===== config.mk =====
export PLATFORM = sky130hd
export DESIGN_NAME = dsp_issue_arb
export DESIGN_NICKNAME = d
export VERILOG_FILES = /design/src/rtl/dsp_pkg.sv /design/src/rtl/dsp_cand_mask.sv /design/src/rtl/dsp_unit_state.sv /design/src/rtl/dsp_alloc.sv /design/src/rtl/dsp_issue_arb.sv
export SDC_FILE = /design/constraint.sdc
export NUM_CORES = 1
export LEC_CHECK = 0
export BUFFER_PORTS_ARGS = -buffer_cell sky130_fd_sc_hd__buf_2
export CORE_MARGIN = 4
export CORE_UTILIZATION = 35
export CTS_CLUSTER_DIAMETER = 80
export DETAILED_ROUTE_END_ITERATION = 16
export HOLD_SLACK_MARGIN = 0.02
export PLACE_DENSITY = 0.55
export RECOVER_POWER = 50
export SYNTH_ARGS = -nofsm -noshare
export SYNTH_HDL_FRONTEND = slang
export SYNTH_HIERARCHICAL = 1
export SYNTH_SLANG_ARGS = --single-unit
export TNS_END_PERCENT = 50

===== constraint.sdc =====
create_clock -name clk -period 7.4 [get_ports clk]
set_input_delay 1.48 -clock clk [delete_from_list [all_inputs] [get_ports clk]]
set_output_delay 1.48 -clock clk [all_outputs]
set_load 0.02 [all_outputs]

===== src/rtl/dsp_pkg.sv =====
package dsp_pkg;
    // Thread logic assumes two hardware threads (1-bit thread tag).
    localparam int NUM_THR   = 2;
    localparam int NUM_LSU   = 2;
    localparam int NUM_ALU   = 2;
    localparam int HEADS     = 2;
    localparam int NUM_UNITS = NUM_LSU + NUM_ALU;
    localparam int STEER_W   = (NUM_LSU > 1) ? $clog2(NUM_LSU) : 1;
    localparam int SLOT_W    = (HEADS > 1) ? $clog2(HEADS) : 1;
    localparam int POP_W     = $clog2(HEADS + 1);

    typedef enum logic [1:0] {
        OPC_ALU        = 2'd0,
        OPC_LOAD       = 2'd1,
        OPC_LOAD_STEER = 2'd2,
        OPC_NONE       = 2'd3
    } op_class_e;

    typedef logic [NUM_UNITS-1:0] unit_mask_t;

    typedef struct packed {
        logic              vld;
        logic              thr;
        logic [SLOT_W-1:0] slot;
    } issue_t;

    // isolate the lowest set bit of a unit mask
    function automatic unit_mask_t lowest_bit(input unit_mask_t m);
        return m & (~m + unit_mask_t'(1));
    endfunction
endpackage


===== src/rtl/dsp_cand_mask.sv =====
module dsp_cand_mask
    import dsp_pkg::*;
(
    input  op_class_e          cls,
    input  logic [STEER_W-1:0] steer,
    input  unit_mask_t         avail,
    output unit_mask_t         cand
);
    unit_mask_t kind;

    always_comb begin
        kind = '0;
        case (cls)
            OPC_ALU:        kind[NUM_UNITS-1:NUM_LSU] = '1;
            OPC_LOAD:       kind[NUM_LSU-1:0] = '1;
            OPC_LOAD_STEER: begin
                if (int'(steer) < NUM_LSU) kind[steer] = 1'b1;
            end
            default:        kind = '0;
        endcase
        cand = kind & avail;
    end
endmodule


===== src/rtl/dsp_unit_state.sv =====
module dsp_unit_state
    import dsp_pkg::*;
(
    input  logic                       clk,
    input  logic                       rst,
    input  issue_t [NUM_UNITS-1:0]     iss,
    input  logic [NUM_LSU-1:0]         miss,
    input  logic [NUM_LSU-1:0]         fill,
    output logic [NUM_UNITS-1:0]       last_thr,
    output logic [NUM_LSU-1:0]         held,
    output logic [NUM_LSU-1:0]         held_thr
);
    genvar u;
    generate
        for (u = 0; u < NUM_UNITS; u++) begin : g_last
            // reset to thread 1 so that thread 0 wins first contention
            always_ff @(posedge clk) begin
                if (rst)             last_thr[u] <= 1'b1;
                else if (iss[u].vld) last_thr[u] <= iss[u].thr;
            end
        end
        for (u = 0; u < NUM_LSU; u++) begin : g_held
            always_ff @(posedge clk) begin
                if (rst) begin
                    held[u]     <= 1'b0;
                    held_thr[u] <= 1'b0;
                end else if (miss[u]) begin
                    held[u]     <= 1'b1;
                    held_thr[u] <= last_thr[u];
                end else if (fill[u]) begin
                    held[u]     <= 1'b0;
                end
            end
        end
    endgenerate
endmodule


===== src/rtl/dsp_alloc.sv =====
module dsp_alloc
    import dsp_pkg::*;
(
    input  logic [NUM_THR-1:0][HEADS-1:0] vld,
    input  unit_mask_t [NUM_THR-1:0][HEADS-1:0] cand,
    input  logic [NUM_UNITS-1:0]          last_thr,
    output issue_t [NUM_UNITS-1:0]        iss,
    output logic [NUM_THR-1:0][POP_W-1:0] pop
);
    unit_mask_t taken;
    unit_mask_t pick0;
    unit_mask_t pick1;
    unit_mask_t clash;
    logic       go0;
    logic       go1;
    logic       t0_wins;

    always_comb begin
        taken   = '0;
        go0     = 1'b1;
        go1     = 1'b1;
        pick0   = '0;
        pick1   = '0;
        clash   = '0;
        t0_wins = 1'b0;
        iss     = '0;
        pop     = '0;
        for (int k = 0; k < HEADS; k++) begin
            pick0 = (go0 && vld[0][k]) ? lowest_bit(cand[0][k] & ~taken) : '0;
            pick1 = (go1 && vld[1][k]) ? lowest_bit(cand[1][k] & ~taken) : '0;
            clash = pick0 & pick1;
            if (clash != '0) begin
                // thread 0 wins when thread 1 was last granted the unit
                t0_wins = |(clash & last_thr);
                if (t0_wins) pick1 = lowest_bit(cand[1][k] & ~taken & ~clash);
                else         pick0 = lowest_bit(cand[0][k] & ~taken & ~clash);
            end
            go0 = go0 && (pick0 != '0);
            go1 = go1 && (pick1 != '0);
            for (int u = 0; u < NUM_UNITS; u++) begin
                if (pick0[u]) iss[u] = '{vld: 1'b1, thr: 1'b0, slot: SLOT_W'(k)};
                if (pick1[u]) iss[u] = '{vld: 1'b1, thr: 1'b1, slot: SLOT_W'(k)};
            end
            if (pick0 != '0) pop[0] = pop[0] + POP_W'(1);
            if (pick1 != '0) pop[1] = pop[1] + POP_W'(1);
            taken = taken | pick0 | pick1;
        end
    end
endmodule


===== src/rtl/dsp_issue_arb.sv =====
module dsp_issue_arb
    import dsp_pkg::*;
(
    input  logic                                      clk,
    input  logic                                      rst,
    input  logic [NUM_THR-1:0][HEADS-1:0]             hd_vld,
    input  logic [NUM_THR-1:0][HEADS-1:0][1:0]        hd_cls,
    input  logic [NUM_THR-1:0][HEADS-1:0][STEER_W-1:0] hd_steer,
    input  logic [NUM_UNITS-1:0]                      unit_busy,
    input  logic [NUM_LSU-1:0]                        lsu_miss,
    input  logic [NUM_LSU-1:0]                        lsu_fill,
    output logic [NUM_UNITS-1:0]                      iss_vld,
    output logic [NUM_UNITS-1:0]                      iss_thr,
    output logic [NUM_UNITS-1:0][SLOT_W-1:0]          iss_slot,
    output logic [NUM_THR-1:0][POP_W-1:0]             pop_cnt
);
    logic [NUM_UNITS-1:0]          last_thr;
    logic [NUM_LSU-1:0]            held;
    logic [NUM_LSU-1:0]            held_thr;
    unit_mask_t [NUM_THR-1:0]      avail;
    unit_mask_t [NUM_THR-1:0][HEADS-1:0] cand;
    issue_t [NUM_UNITS-1:0]        iss;

    // units a thread may use: not busy, not held by the other thread's miss
    always_comb begin
        for (int t = 0; t < NUM_THR; t++) begin
            avail[t] = ~unit_busy;
            for (int l = 0; l < NUM_LSU; l++) begin
                if (held[l] && (held_thr[l] != t[0])) avail[t][l] = 1'b0;
            end
        end
    end

    genvar gt, gk;
    generate
        for (gt = 0; gt < NUM_THR; gt++) begin : g_thr
            for (gk = 0; gk < HEADS; gk++) begin : g_ent
                dsp_cand_mask u_cand (
                    .cls   (op_class_e'(hd_cls[gt][gk])),
                    .steer (hd_steer[gt][gk]),
                    .avail (avail[gt]),
                    .cand  (cand[gt][gk])
                );
            end
        end
    endgenerate

    dsp_alloc u_alloc (
        .vld      (hd_vld),
        .cand     (cand),
        .last_thr (last_thr),
        .iss      (iss),
        .pop      (pop_cnt)
    );

    dsp_unit_state u_state (
        .clk      (clk),
        .rst      (rst),
        .iss      (iss),
        .miss     (lsu_miss),
        .fill     (lsu_fill),
        .last_thr (last_thr),
        .held     (held),
        .held_thr (held_thr)
    );

    always_comb begin
        for (int u = 0; u < NUM_UNITS; u++) begin
            iss_vld[u]  = iss[u].vld;
            iss_thr[u]  = iss[u].thr;
            iss_slot[u] = iss[u].slot;
        end
    end
endmodule


==> results of run 1 <==
## per-stage QoR
stage / power [mW] / hold WS [ns] / cells
finish: 0.196 / 0.507 / 390
global route: 0.210 / 0.531 / 390
CTS: 0.197 / 0.509 / 390
detailed placement: 0.138 / 0.504 / 387
floorplan: 0.111 / 0.471 / 272
global placement: 0.138 / 0.487 / 387
## repair_timing
| item | CTS | global route |
|---|---|---|
| hold endpoints to repair | 0 | 0 |
| resized for setup | 0 | 1 |
| endpoints found under the setup margin | 0 | 1 |
## layout make-up
cell class / instances / area share
multi-input cells: 229 / 0.708
well taps: 72 / 0.0389
flip-flops and latches: 8 / 0.0691
inverters: 24 / 0.0389
repair buffers: 54 / 0.127
clock buffers: 3 / 0.0178
## power groups by stage
stage / Combinational (mW) / Sequential [mW] / Clock [mW]
2_1_floorplan: 0.0611 / 0.0496 / 0
3_3_place_gp: 0.0871 / 0.0509 / 0
3_5_place_dp: 0.0868 / 0.0510 / 0
4_1_cts: 0.0875 / 0.0502 / 0.0594
5_1_grt: 0.0982 / 0.0505 / 0.0613
6_report: 0.0881 / 0.0502 / 0.0579
## placed cells by master (no fill, tap or decap), types with 3 or more instances in the layout
cell type / Yosys / routed
nand4b_1: 3 / 3
nand3_1: 11 / 11
buf_4: 1 / 12
or2_2: 3 / 3
mux2i_1: 6 / 6
and2_1: 11 / 11
nor3b_1: 4 / 4
clkbuf_8: 0 / 3
o21ai_0: 7 / 7
dfxtp_1: 8 / 8
nand2_1: 24 / 24
ha_1: 14 / 14
a21oi_1: 16 / 16
and3_1: 5 / 5
nand4_1: 7 / 7
mux2_2: 4 / 4
clkbuf_1: 2 / 4
a211o_1: 5 / 5
a31oi_1: 8 / 8
nand3b_1: 3 / 3
nor2_1: 22 / 22
inv_1: 24 / 24
nor3_1: 4 / 4
nand2b_1: 3 / 3
o211a_1: 4 / 4
buf_2: 3 / 38
nor2b_1: 11 / 11
## layer usage
metal | vias to the layer above | GRT usage | routed length [um] | part of all wire
met4 | 0 | 0.0728 | 165 | 0.026
li1 | 1103 | - | - | -
met3 | 12 | 0.00893 | 304 | 0.049
met1 | 1028 | 0.243 | 2900 | 0.46
met5 | - | 0 | 0 | 0
met2 | 95 | 0.286 | 2870 | 0.46
## registers in the layout, summed over array words and instances (netlist names)
| name | flops |
|---|---|
| u_state/held | 2 |
| u_state/held_thr | 2 |
| u_state/last_thr | 4 |
## logic make-up (layout without fill, tap and decap cells)
kind of cell,Yosys count,after routing,synth area share
adders and majority gates,14,14,0.0888
and+or+nand+nor,129,129,0.388
AOI/OAI and AO/OA,76,76,0.302
muxes,10,10,0.0533
DFF,8,8,0.0812
buffers and inverters,35,81,0.0863
## critical path: stages
cell and delay (ns):
buf_2 0.09, inv_1 0.05, ha_1 0.20, nor2b_1 0.13, o211a_1 0.35, and4bb_2 0.42, nand4_1 0.16, and3_1 0.32
a21o_1 0.22, a31o_1 0.25, a211o_1 0.39, nor4_2 0.29, a221o_1 0.32, clkbuf_1 0.20, mux2i_1 0.32, nand4_1 0.18
buf_2 0.21
## worst max path at each step
stage	from	to	slack (ns)	cells past startpoint
after global placement	hd_cls[0]	iss_vld[1]	0.34	17
after global routing	hd_cls[0]	iss_vld[1]	0.06	18
after floorplan	hd_cls[0]	iss_vld[1]	0.74	18
final	hd_cls[0]	iss_vld[2]	0.34	17
after CTS	hd_cls[0]	iss_vld[1]	0.33	17
after detailed placement	hd_cls[0]	iss_vld[1]	0.35	17
==> flow_summary.yaml, run 1 <==
outcome:
  status: "finished, final reports clean"
cells_and_area:
  final_util: 0.424
  area_growth_syn_to_layout_pct: 17.6
  fin_nets: 360
  postLayoutCellArea_um2: 2320
  diodes: 0
  fillCellCount: 590
  multiInputGateArea_um2: 1640
  final-seq-area_um2: 160
  drive_above_1_share: 0.248
clock_tree:
  cts_tree: "done"
  clk_latency_ns: 0.24
  root_buffer: "clkbuf_8"
  cts.hold.buffers_added: 0
  cts_made_buffers: 3
  post_cts_buffers: 0
  cts.clk_slew.worst_paths_ns: 0.05
  clockBufferDepth: 2
  cts_sinks: 8
  htree_levels: 1
placement:
  hpwl_mm: 5.07
  placed_area_um2: 2280
  io_buffers: 41
  gp_congestion: 0.952
  place_ws_ns: 0.354
floorplanning:
  top_level_ports: 42
  rows: 27
  die-area_um2: 6900
  core_area_um2: 5470
  die_w_um: 83.1
  die_y_um: 83.1
  floorplan.initialDensity: 0.360
global_route:
  grt_pass1_vias: 2115
  grt_pass1_wl_mm: 10.3
  grt_use_total: 0.177
  grt-ovfl-total: 0
  antenna_found_initial: 0
  grt_max_degree: 15
worst_setup_path:
  crit_fanout: 14
  cp.required_ns: 5.92
  critPathKind: "input pin to output pin"
  r2r_end: "u_state/last_thr[2]$_SDFFE_PP1P_"
  crit_path_start_kind: "input pin"
  critPathCaptureType: "output pin"
  reg2reg_from: "u_state/held_thr[0]$_SDFFE_PP0P_"
  reg2reg_slack_ns: 2.98
  arrival_ns: 5.58
  r2r_cells: 14
synthesis:
  ys_async_sr_fraction: 0
  synth_nets: 312
  synthCells: 272
  ys_warn_count: 6
  synth.distinct_cells: 71
  synth_top_area_cell: "ha_1"
  synth-edff-count: 0
  synth_top_area_frac: 0.0888
  synth_common_cells: "inv_1, nand2_1, nor2_1"
  syn_area_um2: 1970
  ys_ff_latch: 8
  netlist_top_cells_area: "ha_1, dfxtp_1, inv_1"
  ys.flop_type: "dfxtp_1"
  seq_area_frac_synth: 0.0812
  postSynthAreaPerCell_um2: 7.25
detailed_routing:
  firstDrtPassIters: 5
  ant_nets: 0
  routed_via_density: 5.74
  routedWlPerCell_um: 16.0
  drt_iter0_drc: 201
  wl_mm: 6.24
  drcViolationCount: 0
  vias: 2238
timing:
  period_minus_slack_ns: 7.06
  setup_slack_ns: 0.337
  rsz0062_at_grt: "false"
  finalCritPeriodShare: 0.954
  drv_slew: 0
  finalHoldViolations: 0
  final.setup.tns_ns: 0
  worst_slew_pin_slew_ns: 0.648
  setup_violations: 0
  max_freq_mhz: 142
  worst_clock_skew_ns: 0.00632
  maxSlewHeadroom: 0.562
hold_path:
  hp-start: "u_state/held[1]$_SDFFE_PP0P_"
  worstHoldPathType: "register to register"
  whs_endpoint: "u_state/held[1]$_SDFFE_PP0P_"
  whs_path_depth: 2
pwr:
  power_density_nw_per_um2: 84.6
  p_switching_mw: 0.0790
  clkPwrFrac: 0.295
  p_leak_nw: 1.09
  vdd_drop_max_v: 0.0000352
  intPower_mw: 0.117
  pwr-share-comb: 0.449
  pwr-share-seq: 0.256
  sw_frac_of_total: 0.402
run:
  maxCapViolCount: 0
No activity file was read; power rests on OpenSTA's default activity.
==> run 2, diff against run 1 <==
--- a/config.mk
+++ b/config.mk
@@ -6,11 +6,13 @@
 export NUM_CORES = 1
 export LEC_CHECK = 0
 export BUFFER_PORTS_ARGS = -buffer_cell sky130_fd_sc_hd__buf_2
+export CORE_ASPECT_RATIO = 0.6
 export CORE_MARGIN = 4
 export CORE_UTILIZATION = 35
 export CTS_CLUSTER_DIAMETER = 80
 export DETAILED_ROUTE_END_ITERATION = 16
 export HOLD_SLACK_MARGIN = 0.02
+export MAX_ROUTING_LAYER = met4
 export PLACE_DENSITY = 0.55
 export RECOVER_POWER = 50
 export SYNTH_ARGS = -nofsm -noshare
==> flow_summary.yaml, run 2 (same netlist as run 1, synthesis figures left out) <==
outcome:
  status: "finished, final reports clean"
worst_setup_path:
  cp.required_ns: 5.92
  max_stage_delay_ns: 0.43
  crit_path_start_kind: "input pin"
  critPathKind: "input pin to output pin"
  path_buf_inv: 3
  arrival_ns: 5.68
  crit_slowest_cell: "nor4_2"
  crit_fanout: 14
  critPathCaptureType: "output pin"
  cpLargestDelayFamily: "simple AND/OR/NAND/NOR gates"
  crit_chain: "buf_2 -> inv_1 -> ha_1 -> nor2b_1 -> o211a_1 -> and4bb_2 -> nand4_1 -> and3_1 -> a21o_1 -> nand4_1 -> nand3_1 -> nor4_2 -> a221o_1 -> a31oi_1 -> o221ai_2 -> o221ai_2 -> ha_1 -> buf_2"
detailed_routing:
  ant_nets: 0
  routed_via_density: 5.92
  drcViolationCount: 0
  firstDrtPassIters: 5
  routedWlPerCell_um: 16.5
  drt_iter0_drc: 186
  vias: 2250
  wl_mm: 6.29
  wl_met2_mm: 2.28
  met3_length_um: 583
  maxUsedRoutingLayer: "met4"
  m1WireLength_mm: 3.41
timing:
  final.setup.tns_ns: 0
  worst_clock_skew_ns: 0.0106
  max_freq_mhz: 140
  finalHoldViolations: 0
  whs_ns: 0.511
  setup_slack_ns: 0.245
  finalCritPeriodShare: 0.967
  setup_violations: 0
  maxSlewHeadroom: 0.572
  period_minus_slack_ns: 7.16
  worst_slew_pin_slew_ns: 0.633
  drv_slew: 0
  rsz0062_at_grt: "false"
floorplanning:
  rows: 20
  floorplan.initialDensity: 0.375
  core_area_um2: 5260
  die_y_um: 66.1
  top_level_ports: 42
  die-area_um2: 6940
  die_w_um: 105
cells_and_area:
  area_growth_syn_to_layout_pct: 15.8
  postLayoutCellArea_um2: 2280
  top_regs: "u_state/last_thr: 4 flops, u_state/held: 2 flops, u_state/held_thr: 2 flops"
  fin_nets: 356
  max_flop_register: "u_state/last_thr"
  diodes: 0
  drive_above_1_share: 0.239
  layout_common_cells: "buf_2, inv_1, nand2_1"
  largest_reg_flops: 4
  final_common_cell: "buf_2"
pwr:
  power_mw: 0.196
  power_density_nw_per_um2: 86.0
  vdd_drop_max_v: 0.0000739
  p_leak_nw: 1.07
placement:
  place_ws_ns: 0.337
  hpwl_mm: 5.18
  gp_congestion: 0.917
  io_buffers: 41
  placed_area_um2: 2250
clock_tree:
  cts.clk_slew.worst_paths_ns: 0.05
  cts_tree: "done"
  clockBufferDepth: 2
  root_buffer: "clkbuf_8"
  cts_made_buffers: 3
  clk_latency_ns: 0.24
  htree_levels: 1
  cts_sinks: 8
global_route:
  grt_use_total: 0.182
  grt-ovfl-total: 0
  grt_pass1_wl_mm: 9.83
  antenna_found_initial: 0
  grt_pass1_vias: 1925
  grt_max_degree: 15
run:
  maxCapViolCount: 0
hold_path:
  worstHoldPathType: "register to register"
## run 2: final timing paths
kind / from / endpoint / slack (ns) / cells after the start
max: hd_cls[0] / pop_cnt[2] / 0.24 / 18
min: u_state/held[0]$_SDFFE_PP0P_ / u_state/held[0]$_SDFFE_PP0P_ / 0.51 / 2
max reg2reg: u_state/held_thr[0]$_SDFFE_PP0P_ / u_state/last_thr[2]$_SDFFE_PP1P_ / 2.80 / 14
min reg2reg: u_state/held[0]$_SDFFE_PP0P_ / u_state/held[0]$_SDFFE_PP0P_ / 0.51 / 2
## run 2: per-layer routing
| layer | vias to the layer above | GRT usage |
|---|---|---|
| li1 | 1094 | - |
| met1 | 1042 | 0.289 |
| met2 | 112 | 0.236 |
| met3 | 2 | 0.0322 |
| met4 | 0 | 0.0229 |
| met5 | - | - |
## run 2: worst reg2reg max path, cell delays in order, from the launching register on
cell and delay (ns):
dfxtp_1 0.32, a21oi_1 0.29, o211a_1 0.44, and4bb_2 0.35
nand4_1 0.13, and3_1 0.32, nand2_1 0.19, a311oi_2 0.31
nand3b_1 0.22, o41ai_1 0.60, a221o_1 0.33, buf_4 0.17
mux2i_1 0.31, nand4_1 0.20, a211o_1 0.32
## run 2: cell type report
class / instances / area [um^2]
sequential: 8 / 160
tap: 66 / 82.6
fill: 547 / 2970
inverter: 24 / 90.1
timing repair buffer: 50 / 268
clock buffer: 3 / 41.3
multi-input combinational: 229 / 1640
## run 2: repair_timing
item,CTS,global route
hold endpoints to repair,0,0
buffers inserted,0,0
hold buffers,0,0
setup endpoints to repair,0,3
gates resized for setup,0,1
## run 2: through the flow
step | utilization | std cells
floorplan | - | 272
global placement | 0.428 | 377
detailed placement | 0.428 | 377
CTS | 0.435 | 380
global route | 0.435 | 380
finish | 0.435 | 380
## run 2: power breakdown
part           internal [mW]  switching (mW)
Clock                 0.0357          0.0230
Sequential            0.0465         0.00365
Combinational         0.0337          0.0537
Total                  0.116          0.0803
==> run 3, diff against run 2 <==
--- a/config.mk
+++ b/config.mk
@@ -12,7 +12,6 @@
 export CTS_CLUSTER_DIAMETER = 80
 export DETAILED_ROUTE_END_ITERATION = 16
 export HOLD_SLACK_MARGIN = 0.02
-export MAX_ROUTING_LAYER = met4
 export PLACE_DENSITY = 0.55
 export RECOVER_POWER = 50
 export SYNTH_ARGS = -nofsm -noshare
==> flow_summary.yaml, run 3 (same netlist as run 1, synthesis figures left out) <==
timing:
  whs_ns: 0.510
  finalCritPeriodShare: 0.966
  setup_violations: 0
  max_freq_mhz: 140
  maxSlewHeadroom: 0.548
  finalHoldViolations: 0
  period_minus_slack_ns: 7.15
  drv_slew: 0
  worst_slew_pin_slew_ns: 0.669
  final.setup.tns_ns: 0
  rsz0062_at_grt: "true"
  worst_clock_skew_ns: 0.0120
cells_and_area:
  layout_common_cells: "buf_2, inv_1, nand2_1"
  largest_reg_flops: 4
  diodes: 0
  drive_above_1_share: 0.250
  final_cells: 382
  final_util: 0.441
  area_growth_syn_to_layout_pct: 17.4
  final_common_cell: "buf_2"
  fin_nets: 358
  final-seq-area_um2: 160
  max_flop_register: "u_state/last_thr"
  fillCellCount: 562
  multiInputGateArea_um2: 1660
  top_regs: "u_state/last_thr: 4 flops, u_state/held: 2 flops, u_state/held_thr: 2 flops"
worst_setup_path:
  critPathCaptureType: "output pin"
  crit_fanout: 14
  crit_start: "hd_cls[0]"
  critPathKind: "input pin to output pin"
  arrival_ns: 5.67
  reg2reg_from: "u_state/held_thr[0]$_SDFFE_PP0P_"
  cp.required_ns: 5.92
  crit_path_start_kind: "input pin"
detailed_routing:
  ant_nets: 0
  routed_via_density: 5.84
  wl_mm: 6.15
  met3_length_um: 562
  drcViolationCount: 0
  drt_iter0_drc: 213
  m1WireLength_mm: 3.36
  wl_met2_mm: 2.22
  vias: 2232
  routedWlPerCell_um: 16.1
  firstDrtPassIters: 4
  maxUsedRoutingLayer: "met4"
hold_path:
  worstHoldPathType: "register to register"
  hp-start: "u_state/held[0]$_SDFFE_PP0P_"
placement:
  io_buffers: 41
  placedCellCount: 379
  gp_congestion: 0.879
  hpwl_mm: 5.14
global_route:
  grt_pass1_vias: 1986
  grt_pass1_wl_mm: 10.0
  grt-ovfl-total: 0
  grt_use_total: 0.179
  grt_max_degree: 15
  antenna_found_initial: 0
clock_tree:
  cts_made_buffers: 3
  htree_levels: 1
  cts.hold.buffers_added: 0
  cts_sinks: 8
  root_buffer: "clkbuf_8"
  cts_tree: "done"
  clk_latency_ns: 0.24
  cts.clk_slew.worst_paths_ns: 0.04
  clockBufferDepth: 2
floorplanning:
  die_y_um: 66.1
  die-area_um2: 6940
  top_level_ports: 42
  rows: 20
  core_area_um2: 5260
  floorplan.initialDensity: 0.375
  die_w_um: 105
pwr:
  p_leak_nw: 1.10
  vdd_drop_max_v: 0.0000517
  power_density_nw_per_um2: 85.2
  power_mw: 0.197
run:
  maxCapViolCount: 0
outcome:
  status: "finished, final reports clean"
run 3: repair_timing:
action / 4_1_cts / 5_1_grt
setup endpoints to repair: 0 / 9
setup buffers: 0 / 0
gates resized for setup: 0 / 3
run 3: cell type report:
class	instances	area share
clock buffer	3	0.0178
timing repair buffer	52	0.123
inverter	24	0.0389
sequential	8	0.0692
multi-input combinational	229	0.716
tap	66	0.0357
run 3: worst paths after layout:
check	endpoint	cells after the start	slack, ns
worst min-delay path	u_state/held[0]$_SDFFE_PP0P_	2	0.51
worst max register to register	u_state/last_thr[1]$_SDFFE_PP1P_	15	2.90
worst max-delay path	pop_cnt[2]	18	0.25
worst min register to register	u_state/held[0]$_SDFFE_PP0P_	2	0.51
run 3: worst max-delay path, stage by stage:
cell	delay [ns]
buf_2	0.09
inv_1	0.05
ha_1	0.20
nor2b_1	0.13
o211a_1	0.35
and4bb_2	0.48
and3_1	0.24
nand3_2	0.18
nand3_2	0.21
mux2_2	0.39
o31ai_4	0.29
nor4_4	0.09
a221o_1	0.44
buf_4	0.20
nor3b_1	0.26
o221ai_2	0.14
ha_1	0.28
buf_2	0.16
run 3: metal layers:
layer | vias up | GRT usage
li1 | 1101 | -
met1 | 1030 | 0.287
met2 | 99 | 0.229
met3 | 2 | 0.0527
met4 | 0 | 0.0180
met5 | - | 0
run 3: power breakdown:
part / internal [mW] / switching (mW) / leakage [nW]
Sequential: 0.0466 / 0.00375 / 0.0664
Clock: 0.0357 / 0.0230 / 0.0216
Combinational: 0.0346 / 0.0537 / 1.01
run 3: per-stage QoR:
stage	worst slack, ns	instance area [um^2]
floorplan	0.743	1970
global placement	0.241	2260
detailed placement	0.261	2260
CTS	0.240	2300
global route	-0.00203	2320
finish	0.250	2320
